==> src/rtl/disc_format_table.sv <==
module disc_format_table #(
  parameter int ENTRIES = 4,
  parameter int DW      = 16,
  parameter int OW      = 6
) (
  input  logic                       clk,
  input  logic                       rst_n,
  input  logic                       wr_en,
  input  logic [$clog2(ENTRIES)-1:0] wr_idx,
  input  logic                       wr_valid,
  input  logic [DW-1:0]              wr_value,
  input  logic [DW-1:0]              wr_mask,
  input  logic [OW-1:0]              wr_offset,
  input  logic [DW-1:0]              disc,
  input  logic                       disc_ok,
  output logic                       hit,
  output logic [OW-1:0]              sel_offset
);
  localparam int IW = $clog2(ENTRIES);

  logic [ENTRIES-1:0] vld;
  logic [DW-1:0]      val_q [ENTRIES];
  logic [DW-1:0]      msk_q [ENTRIES];
  logic [OW-1:0]      ofs_q [ENTRIES];
  logic [ENTRIES-1:0] match;

  for (genvar g = 0; g < ENTRIES; g++) begin : g_ent
    always_ff @(posedge clk or negedge rst_n) begin
      if (!rst_n) begin
        vld[g]   <= 1'b0;
        val_q[g] <= '0;
        msk_q[g] <= '0;
        ofs_q[g] <= '0;
      end else if (wr_en && wr_idx == IW'(g)) begin
        vld[g]   <= wr_valid;
        val_q[g] <= wr_value;
        msk_q[g] <= wr_mask;
        ofs_q[g] <= wr_offset;
      end
    end

    assign match[g] = disc_ok && vld[g] &&
                      ((disc & msk_q[g]) == (val_q[g] & msk_q[g]));
  end

  assign hit = |match;

  always_comb begin
    sel_offset = '0;
    for (int i = ENTRIES - 1; i >= 0; i--)
      if (match[i]) sel_offset = ofs_q[i];
  end
endmodule


==> config.mk <==
export PLATFORM = sky130hd
export DESIGN_NAME = disc_format_table
export DESIGN_NICKNAME = d
export VERILOG_FILES = /design/src/rtl/disc_format_table.sv
export SDC_FILE = /design/constraint.sdc
export NUM_CORES = 1
export LEC_CHECK = 0
export ABC_AREA = 1
export BUFFER_PORTS_ARGS = -buffer_cell sky130_fd_sc_hd__buf_2
export CORE_MARGIN = 3
export CORE_UTILIZATION = 59
export CTS_CLUSTER_DIAMETER = 80
export DETAILED_ROUTE_END_ITERATION = 10
export PLACE_DENSITY = 0.82
export SYNTH_ARGS = -nofsm -noshare
export SYNTH_HDL_FRONTEND = slang
export SYNTH_SLANG_ARGS = --single-unit
==> constraint.sdc <==
create_clock -name clk -period 1.85 [get_ports clk]
set_clock_uncertainty 0.05 [all_clocks]
set_input_delay 0 -clock clk [delete_from_list [all_inputs] [get_ports clk]]
set_output_delay 0 -clock clk [all_outputs]
set_load 0.01 [all_outputs]
==> out/results.txt <==
Status -> complete, but fails checks
Failing checks -> negative setup slack
Clock Tree Buf Depth -> 2
Die ar. -> 13800 um^2
Final slew viol count -> 0
Initial DRT Pass Iterations -> 6
Share of layout cells above drive strength 1 -> 0.157
Layout area overhead -> 25.1%
Core Footprint -> 12100 um^2
Worst-Margin Slew -> 0.609 ns
Register area share after synthesis -> 0.534
DRC Markers -> 0
Drt total wl -> 18500 um
Die X -> 117 um
Vert. Die Dim -> 117 um
Final net count -> 1095
CTS tree -> done
Clock sinks -> 156
Post-Syn Nets -> 985
Starting Density -> 0.606
Iter 0 DRT Violations -> 646
CTS H-Tree Depth -> 4
TritonCTS Buffers -> 17
Worst EP arrival -> 2.11 ns
Antenna viol nets, final -> 0
Top cell by count, worst path -> nand2_1
Multi-input gate area -> 3030 um^2
Row count -> 40
#FFs+latches synth -> 156
Setup ws final -> -0.309 ns
Max IR drop VDD -> 0.733 mV
Synth Area per Inst -> 7.91 um^2
Fmax -> 0.463 GHz
Leakage -> 4.66 nW
Boundary Pins -> 68
Final Hold Violating Endpoints -> 0
Synth area leaders -> dfrtp_1, nand2_1, o21ai_0
Global route overflow -> 0
Post-synthesis cell area -> 7310 um^2
CP max-delay cell -> dfrtp_1
All-Layer GR Usage -> 0.280
Post-layout util -> 0.758
Vias per cell -> 5.38
Hold/Removal Path Class -> input pin to asynchronous set/reset pin
YS warnings -> 0
Post-synth top area share -> 0.534
Antenna violations before repair -> 0
Routed WL per cell -> 15.2 um
Antenna diodes -> 0
Via count -> 6529
Ys async rst share -> 1.00
Tmin final -> 2.16 ns
Count of final setup violators -> 7
Largest net degree at the start of global routing -> 79
Global-route wire length before repair -> 31100 um
CP endpoint kind -> primary output
WHS -> 0.0913 ns
Design Power -> 9.85 mW
R2R setup slack -> 0.98 ns
Worst slack at placement -> 0.0424 ns
Most used DFF post-synth -> dfrtp_1
Worst skew pair latency -> 0.42 ns
Critical Path Fanout Max -> 7
Worst endpoint required time -> 1.80 ns
Synth cell types -> 34
PwrDens -> 1080 nW/um^2
Crit Path Category -> flip-flop to primary output
Critical path, cell by cell -> or2_1, nand3_1, nand2_1, nor2_2, nand2_2, nor2_4, nand2_4, nand2_1, inv_1, nand2_1, a21oi_2, buf_2
RSZ-0062 raised after global routing -> true
Hpwl dp -> 11600 um
Placer congestion estimate -> 0.833
Tcrit/Tclk final -> 1.17
Number of max-cap violations -> 0
Cell taking the most area after synthesis -> dfrtp_1
FILL cells -> 852
CP max stage delay -> 0.39 ns
Setup TNS -> -1.99 ns
Gate Count Post-Synth -> 924
IO Port Bufs -> 67
EDFF count, synth -> 0
Reg clk slew, reported paths -> 0.06 ns
Max_slew headroom -> 0.593
Vias in the first global route -> 6268
Crit start category -> flip-flop
Register Area -> 3900 um^2
CTS root buf -> clkbuf_16
[through the flow]
stage          std cells  cell area [um^2]
2_1_floorplan        924              7310
3_3_place_gp        1133              7910
3_5_place_dp        1133              7910
4_1_cts             1212              9070
5_1_grt             1214              9150
6_report            1214              9150
[cell usage after synthesis, drive strengths merged, types with 2 or more instances]
master,number
a21boi,2
a21oi,16
and2,3
buf,11
clkbuf,24
dfrtp,156
inv,97
nand2,305
nand3,57
nand3b,2
nor2,54
nor3,4
o21ai,174
o22ai,3
or2,11
[registers in the layout, indices dropped and copies added (netlist names)]
name,count
vld,4
val_q,64
ofs_q,24
msk_q,64
[what timing repair did]
action,in CTS,in global routing
endpoints found under the hold margin,312,0
hold buffers,41,0
endpoints found under the setup margin,7,7
pin swaps,14,11
gates cloned,1,0
setup buffers,6,2
resized for setup,13,16
[final cells by class]
| cell class | count | area share |
|---|---|---|
| clock buffer | 19 | 0.0484 |
| clock inverter | 12 | 0.0213 |
| inverter | 98 | 0.0402 |
| multi-input combinational | 636 | 0.331 |
| sequential | 156 | 0.427 |
| tap | 168 | 0.0230 |
| timing repair buffer | 125 | 0.109 |
[final timing paths]
| check | cells after the start | start | end |
|---|---|---|---|
| setup / recovery | 12 | val_q[42] | sel_offset[1] |
| hold reg to reg | 2 | msk_q[38] | msk_q[38] |
| hold / removal | 3 | rst_n | ofs_q[8] |
| setup reg to reg | 3 | val_q[5] | val_q[5] |
| min in group clk | 5 | wr_idx[1] | ofs_q[6] |
| max in group asynchronous | 3 | rst_n | vld[1] |
[layer usage]
metal	global-route usage	wire (um)	up-vias
met3	0.0588	1040	38
met2	0.464	9190	236
met4	0.100	447	0
li1	-	-	3173
met1	0.370	7810	3082
met5	0	0	-
[cells in the final DEF (no fill, tap or decap), types with 10 or more instances in the layout]
master,netlist,layout
buf_2,7,65
dfrtp_1,156,156
nand3_1,53,46
o21ai_0,165,164
nor2_1,47,40
a21oi_1,12,12
clkbuf_16,0,17
inv_1,94,94
nand3_2,3,10
dlygate4sd3_1,0,40
nand2_1,303,298
[cells by family after synthesis]
| logic type | Yosys count | share of synthesized area |
|---|---|---|
| compound gates | 198 | 0.141 |
| flops | 156 | 0.534 |
| simple gates | 437 | 0.256 |
| buf+inv | 133 | 0.0695 |
[report_power, final]
group	internal, mW	total (mW)	switching [mW]
Clock	2.41	3.80	1.38
Sequential	3.96	4.33	0.367
Combinational	0.695	1.73	1.03
[critical path: cells and delay by family, from the launching register on]
kind / cells / cell delay [ns]
AOI/OAI and AO/OA: 1 / 0.05
buffers and inverters: 2 / 0.18
DFF: 1 / 0.39
and+or+nand+nor: 9 / 1.04
No activity file was read; power rests on OpenSTA's default activity.
